[src/rtl/cfg_pkg.sv]
package cfg_pkg;

  typedef enum logic [1:0] {
    UPD_NONE    = 2'd0,
    UPD_APPLY   = 2'd1,
    UPD_DEFER   = 2'd2,
    UPD_RELEASE = 2'd3
  } cfg_upd_e;

  function automatic int unsigned cnt_width(input int unsigned span);
    return (span > 1) ? $clog2(span) : 1;
  endfunction

endpackage

[src/rtl/cfg_data_stage.sv]
module cfg_data_stage
  import cfg_pkg::*;
#(
  parameter int unsigned N_CH = 8
) (
  input  logic            clk,
  input  logic            rst_n,
  input  logic            clr_i,
  input  logic            upd_i,
  input  logic [N_CH-1:0] data_i,
  input  logic            ot_i,
  output logic [N_CH-1:0] applied_o,
  output logic            thermal_o
);

  logic [N_CH-1:0] applied_q;
  logic [N_CH-1:0] parked_q;
  logic            parked_vld_q;
  logic            thermal_q;
  cfg_upd_e        act;

  always_comb begin
    if (thermal_q && !ot_i)  act = UPD_RELEASE;
    else if (upd_i)          act = thermal_q ? UPD_DEFER : UPD_APPLY;
    else                     act = UPD_NONE;
  end

  always_ff @(posedge clk or negedge rst_n) begin
    if (!rst_n) begin
      applied_q    <= '0;
      parked_q     <= '0;
      parked_vld_q <= 1'b0;
      thermal_q    <= 1'b0;
    end else begin
      thermal_q <= ot_i;
      if (clr_i) begin
        applied_q    <= '0;
        parked_q     <= '0;
        parked_vld_q <= 1'b0;
      end else begin
        unique case (act)
          UPD_APPLY: applied_q <= data_i;
          UPD_DEFER: begin
            parked_q     <= data_i;
            parked_vld_q <= 1'b1;
          end
          UPD_RELEASE: begin
            if (upd_i)             applied_q <= data_i;
            else if (parked_vld_q) applied_q <= parked_q;
            parked_vld_q <= 1'b0;
          end
          default: ;
        endcase
      end
    end
  end

  assign applied_o = applied_q;
  assign thermal_o = thermal_q;

endmodule

[src/rtl/cfg_recovery_timer.sv]
module cfg_recovery_timer
  import cfg_pkg::*;
#(
  parameter int unsigned RECOV_CYCLES = 1000
) (
  input  logic clk,
  input  logic rst_n,
  input  logic clr_i,
  input  logic restart_i,
  input  logic run_i,
  output logic expire_o
);

  localparam int unsigned TW = cnt_width(RECOV_CYCLES);
  localparam logic [TW-1:0] LOAD = TW'(RECOV_CYCLES - 1);

  logic [TW-1:0] cnt_q;

  always_ff @(posedge clk or negedge rst_n) begin
    if (!rst_n)                    cnt_q <= '0;
    else if (clr_i)                cnt_q <= '0;
    else if (restart_i)            cnt_q <= LOAD;
    else if (run_i && cnt_q != '0) cnt_q <= cnt_q - 1'b1;
  end

  assign expire_o = run_i && !restart_i && (cnt_q == '0);

endmodule

[src/rtl/cfg_trip_tracker.sv]
module cfg_trip_tracker #(
  parameter int unsigned N_CH = 8
) (
  input  logic            clk,
  input  logic            rst_n,
  input  logic            clr_i,
  input  logic [N_CH-1:0] trip_i,
  input  logic            expire_i,
  output logic [N_CH-1:0] held_o,
  output logic            any_trip_o,
  output logic            any_held_o
);

  for (genvar g = 0; g < N_CH; g++) begin : g_ch
    logic held_q;
    always_ff @(posedge clk or negedge rst_n) begin
      if (!rst_n)         held_q <= 1'b0;
      else if (clr_i)     held_q <= 1'b0;
      else if (trip_i[g]) held_q <= 1'b1;
      else if (expire_i)  held_q <= 1'b0;
    end
    assign held_o[g] = held_q;
  end

  assign any_trip_o = |trip_i;
  assign any_held_o = |held_o;

endmodule

[src/rtl/chan_fault_guard.sv]
module chan_fault_guard #(
  parameter int unsigned N_CH         = 8,
  parameter int unsigned RECOV_CYCLES = 1000
) (
  input  logic            clk,
  input  logic            rst_n,
  input  logic            clr_i,
  input  logic            upd_i,
  input  logic [N_CH-1:0] data_i,
  input  logic [N_CH-1:0] oc_flag_i,
  input  logic            ot_flag_i,
  output logic [N_CH-1:0] drive_on_o,
  output logic [N_CH-1:0] held_mask_o,
  output logic            thermal_o
);

  logic [N_CH-1:0] applied;
  logic [N_CH-1:0] held;
  logic [N_CH-1:0] trip;
  logic            thermal;
  logic            any_trip;
  logic            any_held;
  logic            expire;

  cfg_data_stage #(.N_CH(N_CH)) data_i0 (
    .clk       (clk),
    .rst_n     (rst_n),
    .clr_i     (clr_i),
    .upd_i     (upd_i),
    .data_i    (data_i),
    .ot_i      (ot_flag_i),
    .applied_o (applied),
    .thermal_o (thermal)
  );

  cfg_trip_tracker #(.N_CH(N_CH)) trk_i0 (
    .clk        (clk),
    .rst_n      (rst_n),
    .clr_i      (clr_i),
    .trip_i     (trip),
    .expire_i   (expire),
    .held_o     (held),
    .any_trip_o (any_trip),
    .any_held_o (any_held)
  );

  cfg_recovery_timer #(.RECOV_CYCLES(RECOV_CYCLES)) tmr_i0 (
    .clk       (clk),
    .rst_n     (rst_n),
    .clr_i     (clr_i),
    .restart_i (any_trip),
    .run_i     (any_held),
    .expire_o  (expire)
  );

  assign drive_on_o  = applied & ~held & {N_CH{~thermal}};
  assign trip        = oc_flag_i & drive_on_o;
  assign held_mask_o = held;
  assign thermal_o   = thermal;

endmodule

[config.mk]
export PLATFORM = sky130hd
export DESIGN_NAME = chan_fault_guard
export DESIGN_NICKNAME = d
export VERILOG_FILES = /design/src/rtl/cfg_pkg.sv /design/src/rtl/cfg_data_stage.sv /design/src/rtl/cfg_recovery_timer.sv /design/src/rtl/cfg_trip_tracker.sv /design/src/rtl/chan_fault_guard.sv
export SDC_FILE = /design/constraint.sdc
export NUM_CORES = 1
export LEC_CHECK = 0
export BUFFER_PORTS_ARGS = -buffer_cell sky130_fd_sc_hd__clkbuf_2
export CAP_MARGIN = 20
export CORE_MARGIN = 10
export CORE_UTILIZATION = 55
export DETAILED_ROUTE_END_ITERATION = 10
export PLACE_DENSITY = 0.79
export SYNTH_ARGS = -nofsm -noshare
export SYNTH_HDL_FRONTEND = slang
export SYNTH_SLANG_ARGS = --single-unit
[constraint.sdc]
create_clock -name clk -period 2.8 [get_ports clk]
set_clock_uncertainty 0.05 [all_clocks]
set_input_delay 0.7 -clock clk [delete_from_list [all_inputs] [get_ports clk]]
set_output_delay 0.7 -clock clk [all_outputs]
set_load 0.03 [all_outputs]
==> results of run 1 <==
[cells in the mapped netlist, drive strengths merged, types with 2 or more instances]
| cell type | instances |
|---|---|
| dfrtp | 36 |
| nor4bb | 2 |
| buf | 11 |
| o41a | 6 |
| or2 | 2 |
| nor4 | 3 |
| a211oi | 11 |
| o21ba | 7 |
| a21oi | 5 |
| o31ai | 3 |
| nor2b | 2 |
| o21ai | 4 |
| inv | 3 |
| mux2i | 17 |
| nor3b | 9 |
| nor2 | 19 |
| or4 | 8 |
| or3 | 6 |
| nand2 | 2 |
| a31oi | 7 |
| clkbuf | 11 |
| and4bb | 5 |
[kinds of logic (layout without fill, tap and decap cells)]
family	Yosys count	count (layout)	share of synthesized area
AOI/OAI and AO/OA	48	48	0.1884
adders and majority gates	1	1	0.006218
buffers and inverters	25	52	0.06716
DFF	36	36	0.4478
muxes	17	17	0.08458
and+or+nand+nor	64	64	0.2058
[stage by stage]
step | util | hold slack (ns) | instances | power, mW
after CTS | 0.6547 | 0.4784 | 264 | 1.315
after global routing | 0.6547 | 0.5146 | 264 | 1.378
after floorplan | - | 0.3544 | 191 | 0.8502
after global placement | 0.6278 | 0.4538 | 256 | 0.9216
final | 0.6547 | 0.4733 | 264 | 1.311
after detailed placement | 0.6278 | 0.4618 | 256 | 0.9408
[final cells by class]
class	count	area (sq um)	area share
Sequential cell	36	900.9	0.3998
Inverter	3	11.26	0.004997
Clock buffer	5	68.82	0.03054
Clock inverter	3	23.77	0.01055
Multi-Input combinational cell	130	975.9	0.4331
Tap cell	46	57.56	0.02554
Timing Repair Buffer	41	215.2	0.09550
[worst max-delay path, delay by kind of cell, from the launching register on]
kind | cells | cell delay (ns)
and+or+nand+nor | 2 | 0.92
DFF | 1 | 0.75
AOI/OAI and AO/OA | 2 | 0.63
[where the power goes]
group / internal, mW / switching, mW
combinational: 0.131 / 0.193
sequential: 0.564 / 0.0462
clock: 0.176 / 0.201
[registers in the layout, summed over array words and instances, names as in the netlist]
name	count
tmr_i0.cnt_q	10
data_i0.parked_vld_q	1
data_i0.parked_q	8
data_i0.applied_o	8
data_i0.thermal_o	1
trk_i0.g_ch.held_q	8
[layer usage]
layer | part of all wire | up-vias | global-route usage
met4 | 0.017 | 0 | 0.05106
li1 | - | 774 | -
met2 | 0.48 | 48 | 0.2420
met5 | 0 | - | 0
met3 | 0.067 | 11 | 0.05345
met1 | 0.43 | 781 | 0.1868
[worst paths after layout]
| path | startpoint | end | cells after the start |
|---|---|---|---|
| max | data_i0.thermal_o | trk_i0.g_ch[0].held_q | 4 |
| min | rst_n | tmr_i0.cnt_q[3] | 1 |
| max reg2reg | data_i0.thermal_o | trk_i0.g_ch[0].held_q | 4 |
| min reg2reg | data_i0.parked_q[2] | data_i0.parked_q[2] | 2 |
| max in group asynchronous | rst_n | data_i0.parked_q[2] | 1 |
| min in group clk | data_i0.parked_q[2] | data_i0.parked_q[2] | 2 |
==> impl_results.md, run 1 <==
- Yosys top cell by area: dfrtp_1
- Largest net degree at the start of global routing: 37
- Post-CTS Resized: 0
- DR vias/cell: 6.114
- Post-Syn Area: 2012 sq um
- Vias in the first global route: 1695
- CTS tree: done
- Layout Cell Area excl Fill: 2253 sq um
- Clock transition at the registers of the reported paths: 0.08 ns
- Post-Syn Instances: 191
- Die area: 6477 sq um
- CP max-delay cell: dfrtp_1
- Layout Nets: 239
- Crit-path cells: and4bb_2, or4_4, o41a_1, o21ba_1
- Yosys warnings: 0
- Maximum clock path buffer count: 2
- Drt drc: 0
- Clk sinks: 36
- Main synth FF type: dfrtp_1
- Number of port buffers: 37
- Critical path launch point type: flip-flop
- Place WS: 0.3888 ns
- Number of CTS-inserted buffers: 5
- Worst setup margin: 0.3500 ns
- Boundary pin count: 38
- Synthesized area per cell: 10.53 sq um
- Maximum clock frequency: 0.4082 GHz
- Grt ovf: 0
- Total Wirelength: 4701 um
- Max incr delay on CP: 0.75 ns
- Post-CTS setup buffer count: 0
- Worst min path class: input port to asynchronous set/reset pin
- Final Hold Violating Endpoints: 0
- Pwr dens: 582.0 nW/um^2
- Yosys top cell area share: 0.4478
- Initial core utilization: 0.5845
- Die width: 80.48 um
- Crit. End Element: flip-flop
- Max_cap viols: 0
- Initial antenna violation count: 0
- Number of synthesized register bits: 36
- Initial DRC count: 163
- Req. time, crit path: 2.94 ns
- Leading post-synthesis cells by cell area: dfrtp_1 45%, mux2i_1 8.5%, a211oi_1 4.1%
- Max-slew violation count: 0
- Setup TNS: 0 ns
- Slew headroom: 0.3967
- VDD IR max: 371.3 uV
- CTS hold repair buffers: 0
- Most common cell after layout, fill and taps aside: clkbuf_2
- # diodes: 0
- Chip height: 80.48 um
- Routed Antenna Nets: 0
- DR vias: 1614
- Static Leak: 1.092 nW
- Core Area: 3442 sq um
- Hpwl dp: 3487 um
- Run status: finished, final reports clean
- Unique cell type count in the Yosys netlist: 39
- Root buf cell: clkbuf_8
- Unrepaired setup endpoints after global routing: no
- Fillers: 280
- Layout Area Growth over Synthesis: 12.00%
- Reg2Reg Setup Slack: 0.35 ns
- Seq/Total Area, Yosys: 0.4478
- Row cnt: 21
- Global-route wire length before repair: 8086 um
- Worst-Margin Slew: 0.9049 ns
- Most frequent cells in the layout: 37 x clkbuf_2, 36 x dfrtp_1, 19 x nor2_1, 17 x mux2i_1, 11 x a211oi_1
- Post-synth ARST share: 1.000
- Min Tclk post-route: 2.450 ns
- Share of layout cells above drive strength 1: 0.2661
- Routed WL per cell: 17.81 um
- Critical Path AT: 2.59 ns
- Crit Path Class: flip-flop to flip-flop
- Syn nets: 213
- Worst skew pair latency: 0.29 ns
- Final setup vio count: 0
- Area after DPL: 2161 sq um
- Post-synth EDFFs: 0
- Final period util: 0.8750
- GPL Wtd Cong: 0.8392
- H-tree level count: 2
- All-Layer GR Usage: 0.1524
- CP Max Fanout: 21
- TritonRoute pass-1 iters: 4
Note: power is estimated with default switching activity, not from simulation.
==> run 2: changes to the inputs <==
- BUFFER_PORTS_ARGS: -buffer_cell sky130_fd_sc_hd__clkbuf_2 -> -buffer_cell sky130_fd_sc_hd__buf_2
- clock period: 2.8 -> 2.9 ns (I/O delays scaled with it)
==> run 2 against run 1 <==
  * Global-route usage decreased by 0.23 points
  * Clock-buffer cell count stayed put
  * Wire length increased by 1.3%
  * Final cell count is 0.38% lower
  * Worst setup slack better by 0.035 ns
  * Register-to-register slack improved by 0.03 ns
  * Via count increased by 1.3%
  * Worst hold slack worse by 0.015 ns
  * Combinational power down 5%
  * Sequential share of layout area shrank 0.20 points
  * Die area unchanged
==> impl_results.md, run 2 (same netlist as run 1, synthesis figures left out) <==
- Share of layout cells above drive strength 1: 0.2627 (-0.003382)
- H-tree level count: 2 (unchanged)
- Max_cap viols: 0 (unchanged)
- CTS tree: done
- Crit path max-delay family: simple AND/OR/NAND/NOR gates
- Drt drc: 0 (unchanged)
- Max-slew violation count: 0 (unchanged)
- Row cnt: 21 (unchanged)
- Final setup vio count: 0 (unchanged)
- R2R Path End: tmr_i0.cnt_q[8]
- Routed WL per cell: 18.10 um (+1.7%)
- Final period util: 0.8673 (-0.007728)
- Worst r2r src: data_i0.thermal_o
- CP Launch Point: data_i0.thermal_o
- Final cell count without fillers: 263 (-0.38%)
- Placed Cells incl. Taps: 255 (-0.39%)
- Final Hold Violating Endpoints: 0 (unchanged)
- Crit. path cell count: 4 (unchanged)
- Routed Antenna Nets: 0 (unchanged)
- Chip height: 80.48 um (unchanged)
- Die width: 80.48 um (unchanged)
- Area after DPL: 2153 sq um (-0.35%)
- Setup TNS: 0 ns (unchanged)
- Initial core utilization: 0.5845 (unchanged)
- Critical path launch point type: flip-flop
- GPL Wtd Cong: 0.8469 (+0.92%)
- # diodes: 0 (unchanged)
- Crit Path Class: flip-flop to flip-flop
- Global-route wire length before repair: 7852 um (-2.9%)
- Number of CTS-inserted buffers: 5 (unchanged)
- Root buf cell: clkbuf_8
- Largest register FFs: 10 (unchanged)
- Boundary pin count: 38 (unchanged)
- Worst skew pair latency: 0.29 ns (about the same)
- Number of port buffers: 37 (unchanged)
- Slew headroom: 0.4746 (+0.07783)
- Fillers: 286 (+2.1%)
- Core Area: 3442 sq um (unchanged)
- Total power: 1.338 mW (+2.0%)
- Largest net degree at the start of global routing: 37 (unchanged)
- Maximum clock frequency: 0.3976 GHz (-2.6%)
- All-Layer GR Usage: 0.1501 (-0.002261)
- Unrepaired setup endpoints after global routing: no
- Grt met1 use: 0.1816 (-0.005161)
- Initial DRC count: 97 (-40%)
- TritonRoute pass-1 iters: 4 (unchanged)
- Req. time, crit path: 2.99 ns (+0.05 ns)
- Vias in the first global route: 1658 (-2.2%)
- Clock transition at the registers of the reported paths: 0.08 ns (about the same)
- Post-CTS Resized: 0 (unchanged)
- Routing usage on met2: 0.2452 (+0.003185)
- Crit. End Element: flip-flop
- Initial antenna violation count: 0 (unchanged)
- Top reg by flops: tmr_i0.cnt_q
- Worst-Margin Slew: 0.7881 ns (-0.1167 ns)
- DR vias/cell: 6.217 (+1.7%)
- CP endpoint: tmr_i0.cnt_q[8]
- Hpwl dp: 3508 um (+0.59%)
- Critical Path AT: 2.60 ns (about the same)
- Total Wirelength: 4761 um (+1.3%)
- CP bufs+invs: 0 (unchanged)
- Post-CTS setup buffer count: 0 (unchanged)
- CP max-delay cell: dfrtp_1
- Layout Area Growth over Synthesis: 12.56%
- Pwr dens: 590.9 nW/um^2 (+1.5%)
- Grt ovf: 0 (unchanged)
- Layout Cell Area excl Fill: 2265 sq um (+0.50%)
- Reg2Reg Setup Slack: 0.38 ns (+0.03 ns)
- CTS hold repair buffers: 0 (unchanged)
- Min Tclk post-route: 2.515 ns (+0.06509 ns)
- Layout Nets: 238 (-0.42%)
- Run status: finished, final reports clean
- GR peak layer: met2
- Crit-path cells: and4bb_2, or4_4, nor2_1, a31oi_1
- Most common cell after layout, fill and taps aside: buf_2
- VDD IR max: 417.3 uV (+12%)
- Worst min path class: input port to asynchronous set/reset pin
- Static Leak: 1.109 nW (+1.6%)
- Global Route met3 Usage: 0.06013 (+0.006682)
- Max incr delay on CP: 0.75 ns (about the same)
- Most frequent cells in the layout: 37 x buf_2, 36 x dfrtp_1, 19 x nor2_1, 17 x mux2i_1, 11 x a211oi_1
- Maximum clock path buffer count: 2 (unchanged)
- Clk sinks: 36 (unchanged)
- DR vias: 1635 (+1.3%)
- CP Max Fanout: 21 (unchanged)
- Register-to-Register Path Depth: 4 (unchanged)
- Die area: 6477 sq um (unchanged)
==> run 2: through the flow <==
stage / hold slack (ns) / worst slack [ns] / utilization
after floorplan: 0.3794 / 0.3986 / -
after global placement: 0.4545 / 0.4617 / 0.6256
after detailed placement: 0.4619 / 0.3371 / 0.6256
after CTS: 0.4795 / 0.4063 / 0.6579
after global routing: 0.5207 / 0.2480 / 0.6579
final: 0.4580 / 0.3849 / 0.6579
==> run 2: worst min path at each step <==
stage | start | cells past startpoint | to
4_1_cts | rst_n | 1 | tmr_i0.cnt_q[2]
3_3_place_gp | data_i0.parked_q[3] | 2 | data_i0.parked_q[3]
2_1_floorplan | rst_n | 0 | data_i0.applied_o[0]
6_report | rst_n | 1 | tmr_i0.cnt_q[2]
3_5_place_dp | data_i0.parked_q[4] | 2 | data_i0.parked_q[4]
5_1_grt | data_i0.parked_q[4] | 2 | data_i0.parked_q[4]
==> run 2: per-layer routing <==
layer / vias to the layer above / part of all wire
met1: 778 / 0.42
met4: 0 / 0.0084
li1: 778 / -
met5: - / 0
met3: 6 / 0.092
met2: 73 / 0.48
==> run 2: power by group <==
group          switching [mW]  internal, mW  total, mW
Combinational           0.183         0.124      0.307
Sequential             0.0471         0.545      0.592
Clock                   0.185         0.254      0.439
Total                   0.415         0.923       1.34
==> run 2: layout make-up <==
| class | instances | area (sq um) | share of cell area |
|---|---|---|---|
| Tap cell | 46 | 57.56 | 0.02541 |
| Inverter | 3 | 11.26 | 0.004972 |
| Sequential cell | 36 | 900.9 | 0.3978 |
| Clock buffer | 5 | 68.82 | 0.03039 |
| Multi-Input combinational cell | 130 | 975.9 | 0.4309 |
| Clock inverter | 3 | 42.54 | 0.01878 |
| Timing Repair Buffer | 40 | 207.7 | 0.09171 |
==> run 3: changes to the inputs <==
- ABC_AREA: default -> 1
==> run 3 against run 2 <==
  * Die area is 6.1% higher
  * Clock power about the same
  * Sequential power grew 9.6%
  * Largest cell class unchanged
  * Largest power group unchanged
==> impl_results.md, run 3 <==
- Run status: finished, final reports clean
- Yosys top cell by area: dfrtp_1
- Min Tclk post-route: 2.313 ns (-0.2025 ns)
- Final setup vio count: 0 (unchanged)
- Number of CTS-inserted buffers: 5 (unchanged)
- Global-route wire length before repair: 8976 um (+14%)
- Pwr dens: 657.7 nW/um^2 (+11%)
- Layout Cell Area excl Fill: 2420 sq um (+6.9%)
- Initial DRC count: 142 (+46%)
- Row cnt: 22 (+4.8%)
- Maximum clock path buffer count: 2 (unchanged)
- Reg2Reg Setup Slack: 0.86 ns (+0.48 ns)
- Top reg by flops: tmr_i0.cnt_q
- Root buf cell: clkbuf_8
- Worst skew pair latency: 0.29 ns (about the same)
- Most common cell after layout, fill and taps aside: nand2_1
- Clk sinks: 36 (unchanged)
- Post-synth ARST share: 1.000 (unchanged)
- DR vias/cell: 5.225 (-16%)
- Layout Utilization: 0.6464 (-0.01155)
- Max-slew violation count: 0 (unchanged)
- Critical Path AT: 1.54 ns (-1.06 ns)
- Core Area: 3744 sq um (+8.8%)
- Die area: 6869 sq um (+6.1%)
- Req. time, crit path: 2.12 ns (-0.87 ns)
- DR vias: 1949 (+19%)
- Die width: 82.88 um (+3.0%)
- Crit-path cells: nor3_1, buf_2
- Post-CTS Resized: 0 (unchanged)
- Max incr delay on CP: 0.60 ns (-0.15 ns)
- Worst r2r src: tmr_i0.cnt_q[0]
- Max_cap viols: 0 (unchanged)
- Most frequent cells in the layout: 66 x nand2_1, 40 x nand3_1, 38 x inv_1, 37 x buf_2, 36 x dfrtp_1
- GPL Wtd Cong: 0.9057 (+6.9%)
- Final Hold Violating Endpoints: 0 (unchanged)
- Main synth FF type: dfrtp_1
- Chip height: 82.88 um (+3.0%)
- Initial antenna violation count: 0 (unchanged)
- Maximum clock frequency: 0.4324 GHz (+8.8%)
- Unique cell type count in the Yosys netlist: 26 (-33%)
- Yosys top cell area share: 0.4143 (-0.03349)
- H-tree level count: 2 (unchanged)
- Area after DPL: 2312 sq um (+7.4%)
- Number of synthesized register bits: 36 (unchanged)
- Largest net degree at the start of global routing: 37 (unchanged)
- Total Wirelength: 5091 um (+6.9%)
- VDD IR max: 278.0 uV (-33%)
- Setup TNS: 0 ns (unchanged)
- Fillers: 364 (+27%)
- Initial core utilization: 0.5809 (-0.003632)
- Boundary pin count: 38 (unchanged)
- Worst min path class: input port to asynchronous set/reset pin
- CP Max Fanout: 20 (-4.8%)
- TritonRoute pass-1 iters: 4 (unchanged)
- Final period util: 0.7974 (-0.06981)
- Crit Path Class: flip-flop to primary output
- Post-CTS setup buffer count: 0 (unchanged)
- Share of layout cells above drive strength 1: 0.1969 (-0.06575)
- Largest register FFs: 10 (unchanged)
- Slew headroom: 0.4586 (-0.01600)
- Post-Syn Area: 2175 sq um (+8.1%)
- Critical path launch point type: flip-flop
- Crit. End Element: primary output
- All-Layer GR Usage: 0.1515 (+0.001371)
- Clock transition at the registers of the reported paths: 0.07 ns (about the same)
- Flip-flop and latch area: 900.9 sq um (unchanged)
- Drt drc: 0 (unchanged)
- Post-synth EDFFs: 0 (unchanged)
- CTS tree: done
- Register-to-Register Path Depth: 9 (+5)
- Crit path max-delay family: flip-flops
- CP bufs+invs: 1 (+1)
- Layout Area Growth over Synthesis: 11.28%
- Most common cell in the synthesized netlist: nand2_1
- Worst-Margin Slew: 0.8121 ns (+0.02401 ns)
- Multi-input gate area: 1008 sq um (+3.3%)
- CTS hold repair buffers: 0 (unchanged)
- Hpwl dp: 3791 um (+8.1%)
- Static Leak: 1.299 nW (+17%)
- R2R Path End: trk_i0.g_ch[1].held_q
- Seq/Total Area, Yosys: 0.4143 (-0.03349)
- Yosys warnings: 0 (unchanged)
- Unrepaired setup endpoints after global routing: no
- # diodes: 0 (unchanged)
- Synthesized area per cell: 7.371 sq um (-30%)
- Routed WL per cell: 13.65 um (-25%)
- Vias in the first global route: 1929 (+16%)
- Number of port buffers: 37 (unchanged)
- Leading post-synthesis cells by cell area: dfrtp_1 41%, nand2_1 11%, nand3_1 9.2%
- Post-Syn Instances: 295 (+54%)
- Layout Nets: 346 (+45%)
- Syn nets: 317 (+49%)
- Routed Antenna Nets: 0 (unchanged)
- Grt ovf: 0 (unchanged)
- CP max-delay cell: dfrtp_1
- Most common library cells after synthesis: 66 x nand2_1, 40 x nand3_1, 38 x inv_1
[run 3: changes by cell type after synthesis, sizes merged, moves of 13 or more]
cell	change
mux2i	-16
nand2	+70
nor2	+13
nand3	+45
inv	+37
o21ai	+17
[run 3: metal layers]
layer	routed length [um]	share of wire	global-route usage
met5	0	0	0
met4	65	0.013	0.04923
met3	331	0.065	0.04980
met2	2278	0.45	0.2318
met1	2414	0.47	0.1952
[run 3: where the power goes]
part | switching, mW | total (mW) | internal (mW) | leakage, nW
Clock | 0.183 | 0.438 | 0.255 | 0.0552
Sequential | 0.0780 | 0.649 | 0.571 | 0.473
Combinational | 0.322 | 0.504 | 0.183 | 0.771
Total | 0.582 | 1.59 | 1.01 | 1.30
[run 3: how the worst max path moves through the flow]
| stage | slack (ns) | cells after the start | from | to |
|---|---|---|---|---|
| finish | 0.59 | 2 | data_i0.thermal_o | drive_on_o[0] |
| global route | 0.47 | 2 | data_i0.thermal_o | drive_on_o[1] |
| CTS | 0.58 | 2 | data_i0.thermal_o | drive_on_o[0] |
| detailed placement | 0.85 | 9 | tmr_i0.cnt_q[0] | trk_i0.g_ch[1].held_q |
| global placement | 0.87 | 9 | tmr_i0.cnt_q[0] | trk_i0.g_ch[1].held_q |
| floorplan | 0.58 | 3 | data_i0.thermal_o | drive_on_o[0] |
[run 3: worst register-to-register path: cells and delay by family (launching register included)]
kind / cells / cell delay (ns)
DFF: 1 / 0.43
and+or+nand+nor: 6 / 0.93
adders and majority gates: 1 / 0.28
buffers and inverters: 2 / 0.25
[run 3: cell families (layout without fill, tap and decap cells)]
group,Yosys count,count (layout),share of synthesized area
simple gates,164,164,0.3533
mux,1,1,0.004603
flops,36,36,0.4143
compound gates,32,32,0.07998
fa+ha+maj,1,1,0.005753
buf+inv,56,86,0.1220
xor+xnor,5,5,0.02014
[run 3: stage by stage]
step | std cells | hold slack [ns] | power, mW | setup slack, ns
3_3_place_gp | 365 | 0.4479 | 1.145 | 0.8739
3_5_place_dp | 365 | 0.4625 | 1.157 | 0.8493
5_1_grt | 373 | 0.5015 | 1.710 | 0.4721
6_report | 373 | 0.4655 | 1.592 | 0.5874
4_1_cts | 373 | 0.4798 | 1.600 | 0.5834
2_1_floorplan | 295 | 0.3794 | 1.042 | 0.5829
[run 3: cell type report]
cell class | instances | share of cell area
sequential | 36 | 0.3723
inverter | 40 | 0.06205
timing repair buffer | 38 | 0.07963
clock inverter | 2 | 0.01448
clock buffer | 6 | 0.02999
multi-input combinational | 203 | 0.4168
tap | 48 | 0.02482
